<file path="src/rtl/vidfmt_pkg.sv">
package vidfmt_pkg;

   typedef enum logic [1:0] {
      FMT_656 = 2'b00,
      FMT_601 = 2'b01,
      FMT_RGB = 2'b10,
      FMT_RAW = 2'b11
   } fmt_e;

   typedef struct packed {
      fmt_e fmt;
      logic luma_first;
      logic cb_first;
      logic rb_swap;
   } cfg_t;

   typedef enum logic [2:0] {
      SL_DATA,
      SL_BLANK,
      SL_SAV_A,
      SL_SAV_B,
      SL_EAV_A,
      SL_EAV_B
   } slot_e;

   // pixel slots taken by each timing reference code
   localparam int TRS_PIX = 2;

   function automatic logic [7:0] trs_xy(input logic f, input logic v, input logic h);
      return {1'b1, f, v, h, v ^ h, f ^ h, f ^ v, f ^ v ^ h};
   endfunction

endpackage

</file>
<file path="src/rtl/vidfmt_pipe.sv">
module vidfmt_pipe
   import vidfmt_pkg::*;
#(
   parameter int RAW_W = 10
) (
   input  logic             clk,
   input  logic             rst_n,
   input  logic [7:0]       y_i,
   input  logic [7:0]       cb_i,
   input  logic [7:0]       cr_i,
   input  logic [4:0]       r_i,
   input  logic [5:0]       g_i,
   input  logic [4:0]       b_i,
   input  logic [RAW_W-1:0] raw_i,
   input  logic             hs_i,
   input  logic             vs_i,
   input  logic             de_i,
   input  cfg_t             cfg_i,
   output logic             ph_o,
   output logic [7:0]       y_o,
   output logic [7:0]       cb_o,
   output logic [7:0]       cr_o,
   output logic [4:0]       r_o,
   output logic [5:0]       g_o,
   output logic [4:0]       b_o,
   output logic [RAW_W-1:0] raw_o,
   output logic             hs_o,
   output logic             vs_o,
   output logic             vs_nx_o,
   output logic [2*TRS_PIX:0] de_hist_o,
   output cfg_t             cfg_o,
   output logic             par_o,
   output logic             fld_o
);

   // data stages: lookahead plus the output stage
   localparam int NSTG = TRS_PIX + 1;
   // valid history: lookahead, output stage, trailing slots
   localparam int NDE  = 2 * TRS_PIX + 1;
   localparam int OUTS = NSTG - 1;

   typedef struct packed {
      logic [7:0]       y;
      logic [7:0]       cb;
      logic [7:0]       cr;
      logic [4:0]       r;
      logic [5:0]       g;
      logic [4:0]       b;
      logic [RAW_W-1:0] raw;
      logic             hs;
      logic             vs;
   } pix_t;

   pix_t             stg [NSTG];
   logic [NDE-1:0]   de_q;
   logic             ph;
   cfg_t             cfg_q;
   logic             par_q;
   logic             fld_q;
   logic             shift;
   logic             vs_rise;

   assign shift   = ~ph;
   assign vs_rise = stg[OUTS-1].vs & ~stg[OUTS].vs;

   always_ff @(posedge clk or negedge rst_n) begin
      if (!rst_n) ph <= 1'b0;
      else        ph <= ~ph;
   end

   always_ff @(posedge clk or negedge rst_n) begin
      if (!rst_n) begin
         stg[0] <= '0;
      end else if (shift) begin
         stg[0].y   <= y_i;
         stg[0].cb  <= cb_i;
         stg[0].cr  <= cr_i;
         stg[0].r   <= r_i;
         stg[0].g   <= g_i;
         stg[0].b   <= b_i;
         stg[0].raw <= raw_i;
         stg[0].hs  <= hs_i;
         stg[0].vs  <= vs_i;
      end
   end

   genvar gi;
   generate
      for (gi = 1; gi < NSTG; gi++) begin : g_stage
         always_ff @(posedge clk or negedge rst_n) begin
            if (!rst_n)     stg[gi] <= '0;
            else if (shift) stg[gi] <= stg[gi-1];
         end
      end
   endgenerate

   always_ff @(posedge clk or negedge rst_n) begin
      if (!rst_n)     de_q <= '0;
      else if (shift) de_q <= {de_q[NDE-2:0], de_i};
   end

   // chroma parity of the pixel entering the output stage
   always_ff @(posedge clk or negedge rst_n) begin
      if (!rst_n) begin
         par_q <= 1'b0;
      end else if (shift) begin
         if (de_q[OUTS-1] && de_q[OUTS]) par_q <= ~par_q;
         else                            par_q <= 1'b0;
      end
   end

   // controls and field flag move only with a vertical sync rise
   always_ff @(posedge clk or negedge rst_n) begin
      if (!rst_n) begin
         cfg_q <= '0;
         fld_q <= 1'b0;
      end else if (shift && vs_rise) begin
         cfg_q <= cfg_i;
         fld_q <= ~fld_q;
      end
   end

   assign ph_o      = ph;
   assign y_o       = stg[OUTS].y;
   assign cb_o      = stg[OUTS].cb;
   assign cr_o      = stg[OUTS].cr;
   assign r_o       = stg[OUTS].r;
   assign g_o       = stg[OUTS].g;
   assign b_o       = stg[OUTS].b;
   assign raw_o     = stg[OUTS].raw;
   assign hs_o      = stg[OUTS].hs;
   assign vs_o      = stg[OUTS].vs;
   assign vs_nx_o   = stg[OUTS-1].vs;
   assign de_hist_o = de_q;
   assign cfg_o     = cfg_q;
   assign par_o     = par_q;
   assign fld_o     = fld_q;

endmodule

</file>
<file path="src/rtl/vidfmt_slot.sv">
module vidfmt_slot
   import vidfmt_pkg::*;
(
   input  logic [2*TRS_PIX:0] de_hist_i,
   input  fmt_e               fmt_i,
   output slot_e              slot_o
);

   // bit TRS_PIX is the output stage; lower bits are newer pixels
   localparam int OUTB = TRS_PIX;

   logic cur, nx1, nx2, pv1, pv2;

   assign nx2 = de_hist_i[OUTB-2];
   assign nx1 = de_hist_i[OUTB-1];
   assign cur = de_hist_i[OUTB];
   assign pv1 = de_hist_i[OUTB+1];
   assign pv2 = de_hist_i[OUTB+2];

   always_comb begin
      if (cur) begin
         slot_o = SL_DATA;
      end else if (fmt_i != FMT_656) begin
         slot_o = SL_BLANK;
      end else if (nx1) begin
         slot_o = SL_SAV_B;
      end else if (nx2) begin
         slot_o = SL_SAV_A;
      end else if (pv1) begin
         slot_o = SL_EAV_A;
      end else if (pv2) begin
         slot_o = SL_EAV_B;
      end else begin
         slot_o = SL_BLANK;
      end
   end

endmodule

</file>
<file path="src/rtl/vidfmt_pack.sv">
module vidfmt_pack
   import vidfmt_pkg::*;
#(
   parameter int          RAW_W   = 10,
   parameter logic [7:0]  BLANK_Y = 8'h10,
   parameter logic [7:0]  BLANK_C = 8'h80
) (
   input  slot_e            slot_i,
   input  cfg_t             cfg_i,
   input  logic             par_i,
   input  logic             fld_i,
   input  logic             vs_i,
   input  logic             second_i,
   input  logic [7:0]       y_i,
   input  logic [7:0]       cb_i,
   input  logic [7:0]       cr_i,
   input  logic [4:0]       r_i,
   input  logic [5:0]       g_i,
   input  logic [4:0]       b_i,
   input  logic [RAW_W-1:0] raw_i,
   output logic [7:0]       dout_o
);

   localparam int HI_W = RAW_W - 8;

   logic [7:0] raw_hi;
   logic       is_luma;
   logic       use_cr;
   logic       ycc;
   logic [7:0] chroma;
   logic [4:0] rgb_hi;
   logic [4:0] rgb_lo;

   generate
      if (HI_W == 8) begin : g_raw_full
         assign raw_hi = raw_i[RAW_W-1:8];
      end else begin : g_raw_pad
         assign raw_hi = {{(8 - HI_W){1'b0}}, raw_i[RAW_W-1:8]};
      end
   endgenerate

   assign is_luma = second_i ^ cfg_i.luma_first;
   assign use_cr  = par_i ^ ~cfg_i.cb_first;
   assign chroma  = use_cr ? cr_i : cb_i;
   assign rgb_hi  = cfg_i.rb_swap ? b_i : r_i;
   assign rgb_lo  = cfg_i.rb_swap ? r_i : b_i;
   assign ycc     = (cfg_i.fmt == FMT_656) || (cfg_i.fmt == FMT_601);

   always_comb begin
      dout_o = 8'h00;
      case (slot_i)
         SL_DATA: begin
            case (cfg_i.fmt)
               FMT_656, FMT_601: dout_o = is_luma ? y_i : chroma;
               FMT_RGB:          dout_o = second_i ? {g_i[2:0], rgb_lo}
                                                   : {rgb_hi, g_i[5:3]};
               default:          dout_o = second_i ? raw_i[7:0] : raw_hi;
            endcase
         end
         SL_BLANK: dout_o = ycc ? (is_luma ? BLANK_Y : BLANK_C) : 8'h00;
         SL_SAV_A, SL_EAV_A: dout_o = second_i ? 8'h00 : 8'hFF;
         SL_SAV_B: dout_o = second_i ? trs_xy(fld_i, vs_i, 1'b0) : 8'h00;
         SL_EAV_B: dout_o = second_i ? trs_xy(fld_i, vs_i, 1'b1) : 8'h00;
         default:  dout_o = 8'h00;
      endcase
   end

endmodule

</file>
<file path="src/rtl/vidfmt_out.sv">
module vidfmt_out
   import vidfmt_pkg::*;
#(
   parameter int          RAW_W   = 10,
   parameter logic [7:0]  BLANK_Y = 8'h10,
   parameter logic [7:0]  BLANK_C = 8'h80
) (
   input  logic             clk,
   input  logic             rst_n,
   input  logic [7:0]       y_i,
   input  logic [7:0]       cb_i,
   input  logic [7:0]       cr_i,
   input  logic [4:0]       r_i,
   input  logic [5:0]       g_i,
   input  logic [4:0]       b_i,
   input  logic [RAW_W-1:0] raw_i,
   input  logic             hs_i,
   input  logic             vs_i,
   input  logic             de_i,
   input  logic [1:0]       fmt_sel_i,
   input  logic             luma_first_i,
   input  logic             cb_first_i,
   input  logic             rb_swap_i,
   input  logic             hs_inv_i,
   input  logic             vs_inv_i,
   output logic [7:0]       dout_o,
   output logic             hs_o,
   output logic             vs_o
);

   generate
      if (RAW_W < 9 || RAW_W > 16) begin : g_bad_raw
         $error("vidfmt_out: RAW_W must lie in 9..16 to fill two bytes");
      end
      if (TRS_PIX != 2) begin : g_bad_trs
         $error("vidfmt_out: timing codes need exactly two pixel slots");
      end
   endgenerate

   cfg_t                 cfg_in;
   cfg_t                 cfg_q;
   logic                 ph;
   logic [7:0]           s_y, s_cb, s_cr;
   logic [4:0]           s_r, s_b;
   logic [5:0]           s_g;
   logic [RAW_W-1:0]     s_raw;
   logic                 s_hs, vs_s2, vs_s1;
   logic [2*TRS_PIX:0]   de_hist;
   logic                 par, fld;
   slot_e                slot;
   logic [7:0]           dout_nx;

   assign cfg_in.fmt        = fmt_e'(fmt_sel_i);
   assign cfg_in.luma_first = luma_first_i;
   assign cfg_in.cb_first   = cb_first_i;
   assign cfg_in.rb_swap    = rb_swap_i;

   vidfmt_pipe #(.RAW_W(RAW_W)) u_pipe (
      .clk       (clk),
      .rst_n     (rst_n),
      .y_i       (y_i),
      .cb_i      (cb_i),
      .cr_i      (cr_i),
      .r_i       (r_i),
      .g_i       (g_i),
      .b_i       (b_i),
      .raw_i     (raw_i),
      .hs_i      (hs_i),
      .vs_i      (vs_i),
      .de_i      (de_i),
      .cfg_i     (cfg_in),
      .ph_o      (ph),
      .y_o       (s_y),
      .cb_o      (s_cb),
      .cr_o      (s_cr),
      .r_o       (s_r),
      .g_o       (s_g),
      .b_o       (s_b),
      .raw_o     (s_raw),
      .hs_o      (s_hs),
      .vs_o      (vs_s2),
      .vs_nx_o   (vs_s1),
      .de_hist_o (de_hist),
      .cfg_o     (cfg_q),
      .par_o     (par),
      .fld_o     (fld)
   );

   vidfmt_slot u_slot (
      .de_hist_i (de_hist),
      .fmt_i     (cfg_q.fmt),
      .slot_o    (slot)
   );

   vidfmt_pack #(
      .RAW_W   (RAW_W),
      .BLANK_Y (BLANK_Y),
      .BLANK_C (BLANK_C)
   ) u_pack (
      .slot_i   (slot),
      .cfg_i    (cfg_q),
      .par_i    (par),
      .fld_i    (fld),
      .vs_i     (vs_s2),
      .second_i (~ph),
      .y_i      (s_y),
      .cb_i     (s_cb),
      .cr_i     (s_cr),
      .r_i      (s_r),
      .g_i      (s_g),
      .b_i      (s_b),
      .raw_i    (s_raw),
      .dout_o   (dout_nx)
   );

   always_ff @(posedge clk or negedge rst_n) begin
      if (!rst_n) begin
         dout_o <= 8'h00;
         hs_o   <= 1'b0;
         vs_o   <= 1'b0;
      end else begin
         dout_o <= dout_nx;
         hs_o   <= s_hs ^ hs_inv_i;
         vs_o   <= vs_s2 ^ vs_inv_i;
      end
   end

endmodule

</file>
<file path="config.mk">
export PLATFORM = sky130hd
export DESIGN_NAME = vidfmt_out
export DESIGN_NICKNAME = d
export VERILOG_FILES = /design/src/rtl/vidfmt_pkg.sv /design/src/rtl/vidfmt_pipe.sv /design/src/rtl/vidfmt_slot.sv /design/src/rtl/vidfmt_pack.sv /design/src/rtl/vidfmt_out.sv
export SDC_FILE = /design/constraint.sdc
export NUM_CORES = 1
export LEC_CHECK = 0
export CAP_MARGIN = 20
export CORE_MARGIN = 1
export CORE_UTILIZATION = 52
export DETAILED_ROUTE_END_ITERATION = 6
export GPL_TIMING_DRIVEN = 1
export PLACE_DENSITY = 0.74
export SLEW_MARGIN = 20
export SYNTH_ARGS = -nofsm -noshare
export SYNTH_HDL_FRONTEND = slang
export SYNTH_SLANG_ARGS = --single-unit
</file>
<file path="constraint.sdc">
create_clock -name clk -period 2.3 [get_ports clk]
set_input_delay 0.69 -clock clk [delete_from_list [all_inputs] [get_ports clk]]
set_output_delay 0.69 -clock clk [all_outputs]
set_load 0.01 [all_outputs]
</file>
Word-level counts from Yosys, hierarchy flattened:

Cells that the tools add are included.

* multiplexer cells: 20
* bitwise logic cells: 12
* equality and inequality tests: 7
* reductions and logical operators: 8

Operators by type and width (count)
* $mux 8: 9
* $pmux 8 s5: 1
* $mux 3: 6
* $pmux 8 s2: 1
* $mux 5: 2
* $eq 3x2->1 const B: 2
* $eq 3x3->1 const B: 2
* $not 1->1: 6
* $xor 1x1->1: 5
* $reduce_or 2->1: 2
* $eq 3x1->1 const B: 1
* $logic_not 3->1: 1
* $eq 2x1->1 const B: 1
* $eq 2x2->1 const B: 1
* $logic_and 1x1->1: 2
* $logic_not 2->1: 1
* $reduce_bool 2->1: 1
* $and 1x1->1: 1
* $logic_or 1x1->1: 1
* $mux 1: 1

* output and inout port bits: 10
* word-level logic and storage cells: 85
* register bits after elaboration: 179
* bits of input ports: 62

Logic depth before layout (Yosys ltp):

Gate-level depths: netlist of the first run.

* depth in word-level cells: 9
* mapped depth: 6
* depth with buffers taken out: 4

Cells and area by module:

Synthesis of the first run repeated with hierarchy kept, for this count alone.

* cells, all modules: 535
* area total of the unflattened synthesis: 7912.6 µm²

Modules (own cells, without submodules)
* vidfmt_pipe: sequential area each 4229.1 µm², area each 6754.0 µm², cells an instance 409, times used 1
* vidfmt_pack: sequential area each 0.0 µm², area each 840.8 µm², cells an instance 106, times used 1
* vidfmt_out: sequential area each 250.2 µm², area each 271.5 µm², cells an instance 13, times used 1
* vidfmt_slot: sequential area each 0.0 µm², area each 46.3 µm², cells an instance 7, times used 1

Worst setup path before layout of the first run:

Ideal clock, no wire load.

* kind: register to register
* start point: register u_pipe.par_q (netlist: u_pipe.par_o)
* end point: register dout_o[4]
* period minus slack after synthesis: 1.585 ns
* arrival: 1.448 ns
* buffers on the path: 0
* setup slack: 0.715 ns
* library setup time: 0.137 ns
* cell stages (with the launch flop): 5
* data required time: 2.163 ns
* path through: dfrtp_1 -> xor2_4 -> mux2_2 -> a311oi_1 -> o211ai_1

* longest elaborated chain between the ends: 5

RTL lines
* start: declaration: RTL line vidfmt_pipe.sv:58 `logic par_q;`
* start signal: assignment: RTL line vidfmt_pipe.sv:107 `if (de_q[OUTS-1] && de_q[OUTS]) par_q <= ~par_q;`
* $xor 1x1->1: RTL line vidfmt_pack.sv:43 `assign use_cr = par_i ^ ~cfg_i.cb_first;`
* $mux 8: RTL line vidfmt_pack.sv:44 `assign chroma = use_cr ? cr_i : cb_i;`
* $mux 8: RTL line vidfmt_pack.sv:54 `FMT_656, FMT_601: dout_o = is_luma ? y_i : chroma;`
* $pmux 8 s2: RTL line vidfmt_pack.sv:53 `case (cfg_i.fmt)`
* $pmux 8 s5: RTL line vidfmt_pack.sv:51 `case (slot_i)`
* named net dout_nx[4]: RTL line vidfmt_out.sv:51 `logic [7:0] dout_nx;`
* end signal: assignment: RTL line vidfmt_out.sv:122 `dout_o <= dout_nx;`
* end: declaration: RTL line vidfmt_out.sv:26 `output logic [7:0] dout_o,`

The timed path passes the listed nets, and every way through them passes these cells.
A chain may end at the register's enable or synchronous reset.

Final worst setup path of the first run:

* start point: register dout_o[1]
* end point: output port dout_o[1]

No word-level cell between the ends.

==> results.py, run 1 <==
metrics = {
    "setup_path": {
        "worst_setup_path_startpoint": "dout_o[1]$_DFF_PN0_",
        "crit_path_max_fanout": 1,
        "crit_family": "buffers and inverters",
        "crit-reg2reg-launch": "u_pipe.ph_o$_DFF_PN0_",
        "cp_cell_sequence": "clkdlybuf4s50_1",
        "worst_path_max_delay_cell": "sky130_fd_sc_hd__clkdlybuf4s50_1",
        "critical_path.startpoint_type": "flip-flop",
        "crit_path_end_kind": "output pin",
        "critPathRequiredTime_ps": 1610,
        "worst_path_largest_cell_delay_ps": 550,
        "worst_ep_arrival_time_ps": 1340,
        "timing.critical_path.buf_inv": 1,
        "setup.worst_path.class": "flip-flop to output pin",
    },
    "timing": {
        "post-route-worst-setup-slack_ps": 268.8,
        "finalSetupViolations": 0,
        "clock_skew_ps": 7.754,
        "slew_viol_final": 0,
        "timing.final.hold_violations": 0,
        "finalHoldWorstSlack_ps": 232.6,
        "timing.setup.tns_ps": 0,
        "slew-limit-headroom_pct": 62.76,
        "tightest_slew_ps": 556.6,
        "grt_setup_unrepaired": "no",
        "max_clock_freq_ghz": 0.4923,
        "fin_crit_ps": 2031,
        "final_min_period_over_clock_period_pct": 88.31,
    },
    "synthesis": {
        "ys_seq_area_share_pct": 61.24,
        "ys_warn_count": 0,
        "synth.cell_area_mm2": 0.007315,
        "synth_seq_cells": 179,
        "synth_compound_gate_area_share_pct": 5.132,
        "synth-xor-area-share_pct": 1.215,
        "synth_fp_nets": 552,
        "combinational_family_with_the_most_area_after_synthesis": "multiplexers",
        "syn_avg_cell_area_um2": 14.93,
        "synth-async-reset-ratio_pct": 100.0,
        "synth-edff-count": 0,
        "netlist_instances": 490,
        "post_synth_and_or_nand_nor_area_fraction_pct": 2.754,
        "synth_cell_types": 47,
        "synth.mux.area_fraction_pct": 27.59,
        "yosys_most_used_dff": "sky130_fd_sc_hd__dfrtp_1",
        "synth_fa_ha_area_share_pct": 0,
    },
    "global_routing": {
        "grt_max_degree": 67,
        "global_route_wire_length_before_repair_mm": 22.38,
        "antenna_found_initial": 0,
        "grt_use_total_pct": 20.29,
        "number_of_global_route_vias_before_repair": 4337,
        "remaining_global_route_overflow": 0,
    },
    "drt": {
        "ant_nets": 0,
        "drt_drc_violations_left": 0,
        "detail_route.first_pass.iterations": 4,
        "vias": 4137,
        "detail_route.iter0.violations": 274,
        "routed_via_density": 5.472,
        "wl_per_cell_um": 17.45,
        "drt-total-wl_mm": 13.19,
    },
    "pwr": {
        "static-leakage-power_nw": 3.800,
        "ir_worst_vdd_uv": 560.1,
        "power_density_mw_per_mm2": 817.2,
    },
    "cells_and_area": {
        "finish.instance_area_mm2": 0.008927,
        "final_layout_size_suffix_gt1_share_pct": 37.59,
        "layout.core_utilization_pct": 66.10,
        "num-nets-final": 630,
        "count_of_antenna_diodes_in_the_layout": 0,
        "flow.area_growth_from_synthesis_pct": 22.05,
    },
    "die": {
        "io_pins": 72,
        "floorplan.rows": 42,
        "die_width_um": 120.6,
        "fp.coreArea_mm2": 0.01351,
        "die_h_um": 120.6,
        "initial_utilization_pct": 54.16,
        "floorplan.die_area_mm2": 0.01454,
    },
    "placed_design": {
        "placement.io_buffers": 71,
        "dp.final_hpwl_mm": 9.223,
        "gp_congestion": 0.8279,
        "dpl_cell_area_mm2": 0.008280,
        "detailedPlace.worstSlack_ps": 352.8,
    },
    "clock_network": {
        "cts_tree": "done",
        "cts.reportedPaths.clkPinSlew_ps": 70,
        "clk-insertion-delay-late_ps": 420,
        "cts_hold_repair.buffers": 0,
        "cts_htree_levels": 4,
        "cts_resized": 0,
        "cts_made_buffers": 17,
        "cts.root.buffer_cell": "sky130_fd_sc_hd__clkbuf_16",
        "number_of_clock_sinks": 179,
        "post-cts-setup-buffers": 0,
        "cts_buffer_depth": 2,
    },
    "flow_run": {
        "max-cap-violations": 0,
    },
    "worst_hold_path": {
        "timing.hold.worst.class": "primary input to async pin",
    },
    "run_status": {
        "outcome": "complete, no violations",
    },
}
-- layer usage --
layer / part of all wire (%) / track usage, %
met3: 4.3 / 4.481
met1: 47 / 27.87
met2: 48 / 31.90
met5: 0 / 0
met4: 0.79 / 7.253
-- Yosys cell counts, drive strengths merged, types with 2 or more instances --
master / instances / area share [%]
dfrtp: 179 / 61
mux2: 168 / 26
buf: 22 / 1.5
o21ai: 13 / 0.89
nand2: 11 / 0.56
mux2i: 10 / 1.4
nor2: 10 / 0.51
inv: 6 / 0.31
o211ai: 6 / 0.62
xor2: 6 / 0.98
a21oi: 5 / 0.34
o21a: 5 / 0.51
a211oi: 4 / 0.48
clkbuf: 4 / 0.21
nor3: 4 / 0.27
a222oi: 3 / 0.41
a221o: 2 / 0.27
a22oi: 2 / 0.21
a311oi: 2 / 0.24
a32oi: 2 / 0.24
and2: 2 / 0.17
and3: 2 / 0.17
nor2b: 2 / 0.17
nor3b: 2 / 0.27
xnor2: 2 / 0.24
-- worst paths after layout --
path | slack [ps] | end | depth (start not counted)
max | 270 | dout_o[1] | 1
min | 230 | u_pipe.stg[53]$_DFFE_PN0N_ | 1
max reg2reg | 270 | dout_o[2]$_DFF_PN0_ | 4
min reg2reg | 470 | hs_o$_DFF_PN0_ | 1
max in group asynchronous | 1410 | u_pipe.stg[76]$_DFFE_PN0N_ | 2
min in group clk | 470 | hs_o$_DFF_PN0_ | 1
-- kinds of logic (layout without fill, tap and decap cells) --
group / after synthesis / after routing
compound gates: 52 / 52
xor+xnor: 8 / 8
buf+inv: 33 / 123
flops: 179 / 179
mux: 179 / 179
simple gates: 39 / 39
-- layout by cell type, fill, tap and decap left out, types with 2 or more instances in the layout --
cell                              synthesis  layout
sky130_fd_sc_hd__a211oi_1                 3       3
sky130_fd_sc_hd__a21oi_1                  5       5
sky130_fd_sc_hd__a221o_1                  2       2
sky130_fd_sc_hd__a222oi_1                 3       3
sky130_fd_sc_hd__a22oi_1                  2       2
sky130_fd_sc_hd__a311oi_1                 2       2
sky130_fd_sc_hd__a32oi_1                  2       2
sky130_fd_sc_hd__and2_1                   2       2
sky130_fd_sc_hd__and3_1                   2       2
sky130_fd_sc_hd__buf_12                   0       4
sky130_fd_sc_hd__buf_4                    0      10
sky130_fd_sc_hd__bufinv_16                0       5
sky130_fd_sc_hd__clkbuf_1                 4       2
sky130_fd_sc_hd__clkbuf_16                0      17
sky130_fd_sc_hd__clkdlybuf4s50_1          0      70
sky130_fd_sc_hd__dfrtp_1                179     178
sky130_fd_sc_hd__inv_1                    6       6
sky130_fd_sc_hd__inv_6                    0       2
sky130_fd_sc_hd__mux2_2                 166     166
sky130_fd_sc_hd__mux2i_1                 10      10
sky130_fd_sc_hd__nand2_1                 11      11
sky130_fd_sc_hd__nor2_1                  10      10
sky130_fd_sc_hd__nor2b_1                  2       2
sky130_fd_sc_hd__nor3_1                   4       4
sky130_fd_sc_hd__o211ai_1                 6       6
sky130_fd_sc_hd__o21a_1                   5       5
sky130_fd_sc_hd__o21ai_0                 12      12
sky130_fd_sc_hd__xnor2_1                  2       2
sky130_fd_sc_hd__xor2_1                   5       5
-- metrics by stage --
step | std cells | total power, W
3_5_place_dp | 725 | 0.004229
3_3_place_gp | 725 | 0.004212
6_report | 756 | 0.007295
2_1_floorplan | 490 | 0.003855
5_1_grt | 756 | 0.007580
4_1_cts | 756 | 0.007371
-- power by group --
group          switching, W  internal (W)
combinational      0.000274      0.000390
sequential         0.000158       0.00335
clock               0.00116       0.00197
total               0.00159       0.00570
-- state kept, by name, summed over array words and instances, names as in the netlist --
signal and cells:
dout_o 8, hs_o 1, u_pipe.b_o 5, u_pipe.cb_o 8, u_pipe.cfg_o 5, u_pipe.cr_o 8
u_pipe.de_hist_o 5, u_pipe.fld_o 1, u_pipe.g_o 6, u_pipe.hs_o 1, u_pipe.par_o 1, u_pipe.ph_o 1
u_pipe.r_o 5, u_pipe.raw_o 10, u_pipe.stg 103, u_pipe.vs_nx_o 1, u_pipe.vs_o 1, u_pipe.y_o 8
vs_o 1
-- layout make-up --
| class | count | area (um2) |
|---|---|---|
| Inverter | 7 | 26.28 |
| Tap cell | 176 | 220.2 |
| Clock inverter | 11 | 200.2 |
| Fill cell | 933 | 4578 |
| Timing Repair Buffer | 85 | 867.1 |
| Clock buffer | 20 | 446.7 |
| Multi-Input combinational cell | 278 | 2684 |
| Sequential cell | 179 | 4483 |
Note: power is estimated with default switching activity, not from simulation.
==> run 2: changes to the inputs <==
--- a/config.mk
+++ b/config.mk
@@ -7,10 +7,9 @@
 export LEC_CHECK = 0
 export CAP_MARGIN = 20
 export CORE_MARGIN = 1
-export CORE_UTILIZATION = 52
+export CORE_UTILIZATION = 40
 export DETAILED_ROUTE_END_ITERATION = 6
 export GPL_TIMING_DRIVEN = 1
-export PLACE_DENSITY = 0.74
 export SLEW_MARGIN = 20
 export SYNTH_ARGS = -nofsm -noshare
 export SYNTH_HDL_FRONTEND = slang
==> run 2 against run 1 <==
Against the previous run:
- routed wire length increased by 7.9%
- sequential power is essentially flat
- critical endpoint is now dout_o[4]
- highest routed layer unchanged
- fmax is 0.90% higher
- first-iteration DRC count fell by 23%
- largest power group unchanged
- clock power decreased by 12%
- cell count grew 7.3%
- clock skew grew 3.9 ps
- hold slack worse by 9.0 ps
- largest cell class unchanged
==> results.py, run 2 (same netlist as run 1, synthesis figures left out) <==
metrics = {
    "run_status": {
        "outcome": "complete, no violations",
    },
    "global_routing": {
        "number_of_global_route_vias_before_repair": 4275,
        "antenna_found_initial": 0,
        "grt_use_total_pct": 16.54,
        "remaining_global_route_overflow": 0,
        "grt_max_degree": 55,
        "global_route_wire_length_before_repair_mm": 23.07,
    },
    "cells_and_area": {
        "multiInputGateArea_mm2": 0.002684,
        "commonest_non_fill_non_tap_cell_in_the_layout": "sky130_fd_sc_hd__dfrtp_1",
        "final-seq-area_mm2": 0.004483,
        "layout.core_utilization_pct": 49.59,
        "final_layout_size_suffix_gt1_share_pct": 38.14,
        "num-nets-final": 631,
        "largest_register_ffs": 103,
        "count_of_antenna_diodes_in_the_layout": 0,
        "regMostFlops": "u_pipe.stg",
        "highest_count_cells_in_the_layout_ignoring_fill_and_taps": "sky130_fd_sc_hd__dfrtp_1, sky130_fd_sc_hd__mux2_2, sky130_fd_sc_hd__clkdlybuf4s50_1",
        "fillCellCount": 1558,
        "flow.area_growth_from_synthesis_pct": 21.78,
    },
    "setup_path": {
        "crit-reg2reg-launch": "u_pipe.ph_o$_DFF_PN0_",
        "cp_cell_sequence": "clkdlybuf4s50_1",
        "crit_path_end_kind": "output pin",
        "worst_ep_arrival_time_ps": 1320,
        "critical_path.startpoint_type": "flip-flop",
        "crit_path_max_fanout": 1,
        "reg2reg_setup_slack_ps": 360,
        "r2r_cells": 4,
        "worst_path_max_delay_cell": "sky130_fd_sc_hd__clkdlybuf4s50_1",
        "crit_family": "buffers and inverters",
        "worst_path_largest_cell_delay_ps": 550,
        "critPathRequiredTime_ps": 1610,
        "timing.critical_path.buf_inv": 1,
        "critical_register_to_register_path_endpoint": "dout_o[1]$_DFF_PN0_",
        "setup.worst_path.class": "flip-flop to output pin",
    },
    "die": {
        "io_pins": 72,
        "floorplan.rows": 49,
        "fp.coreArea_mm2": 0.01796,
        "die_width_um": 137.2,
        "initial_utilization_pct": 40.72,
        "floorplan.die_area_mm2": 0.01883,
        "die_h_um": 137.2,
    },
    "clock_network": {
        "cts_tree": "done",
        "cts_made_buffers": 17,
        "cts_htree_levels": 4,
        "cts.reportedPaths.clkPinSlew_ps": 70,
        "cts_buffer_depth": 2,
        "cts_resized": 0,
        "cts.root.buffer_cell": "sky130_fd_sc_hd__clkbuf_16",
        "cts_hold_repair.buffers": 0,
        "clk-insertion-delay-late_ps": 420,
        "post-cts-setup-buffers": 0,
        "number_of_clock_sinks": 179,
    },
    "drt": {
        "wl_per_cell_um": 17.55,
        "routed_via_density": 5.060,
        "drt_drc_violations_left": 0,
        "vias": 4104,
        "ant_nets": 0,
        "detail_route.first_pass.iterations": 4,
        "drt-total-wl_mm": 14.23,
        "detail_route.iter0.violations": 212,
    },
    "pwr": {
        "power_density_mw_per_mm2": 775.7,
        "static-leakage-power_nw": 3.759,
        "ir_worst_vdd_uv": 554.3,
    },
    "timing": {
        "tightest_slew_ps": 706.9,
        "timing.setup.tns_ps": 0,
        "finalSetupViolations": 0,
        "max_clock_freq_ghz": 0.4967,
        "final_min_period_over_clock_period_pct": 87.53,
        "grt_setup_unrepaired": "no",
        "clock_skew_ps": 11.64,
        "slew-limit-headroom_pct": 52.27,
        "fin_crit_ps": 2013,
        "timing.final.hold_violations": 0,
        "slew_viol_final": 0,
        "post-route-worst-setup-slack_ps": 286.9,
    },
    "placed_design": {
        "placement.io_buffers": 71,
        "gp_congestion": 0.8198,
        "dp.final_hpwl_mm": 10.06,
        "detailedPlace.worstSlack_ps": 325.9,
    },
    "worst_hold_path": {
        "timing.hold.worst.class": "primary input to async pin",
    },
    "flow_run": {
        "max-cap-violations": 0,
    },
}
-- run 2: changes by cell type in the layout (fill, tap and decap cells not counted), sizes merged --
cell      before  now
bufinv         5    0
inv            9   14
clkbuf        20   17
clkinv         3    6
buf           15   16
clkinvlp       1    2
-- run 2: worst max-delay path by stage --
stage | startpoint | to | slack (ps) | cells after the start
global route | u_pipe.ph_o$_DFF_PN0_ | dout_o[1]$_DFF_PN0_ | 180 | 4
detailed placement | u_pipe.ph_o$_DFF_PN0_ | dout_o[3]$_DFF_PN0_ | 330 | 4
finish | dout_o[4]$_DFF_PN0_ | dout_o[4] | 290 | 1
global placement | u_pipe.ph_o$_DFF_PN0_ | dout_o[3]$_DFF_PN0_ | 250 | 4
CTS | dout_o[3]$_DFF_PN0_ | dout_o[3] | 250 | 1
floorplan | u_pipe.par_o$_DFFE_PN0N_ | dout_o[4]$_DFF_PN0_ | 720 | 4
-- run 2: final cells by class --
type / instances / share of cell area, %
sequential: 179 / 50.33
inverter: 7 / 0.2950
clock buffer: 17 / 4.776
clock inverter: 15 / 1.573
multi-input combinational: 278 / 30.13
tap: 229 / 3.217
timing repair buffer: 86 / 9.678
-- run 2: where the power goes --
part	internal (W)	total (W)	switching, W
clock network	0.00143	0.00274	0.00131
logic	0.000387	0.000664	0.000277
registers	0.00334	0.00351	0.000163
total	0.00516	0.00691	0.00174
-- run 2: through the flow --
stage / power, W / instances / hold WS, ps / cell area (um2)
floorplan: 0.003855 / 490 / 394.4 / 7315
global placement: 0.004228 / 779 / 443.3 / 8342
detailed placement: 0.004243 / 779 / 458.5 / 8342
CTS: 0.007010 / 811 / 226.9 / 8907
global route: 0.007227 / 811 / 243.1 / 8907
finish: 0.006909 / 811 / 223.7 / 8907
-- run 2: layer usage --
layer,vias up,track usage (%),share of wire (%)
li1,1946,-,-
met1,2092,22.15,47
met2,61,26.68,49
met3,5,4.194,3.4
met4,0,4.457,0.69
met5,-,0,0
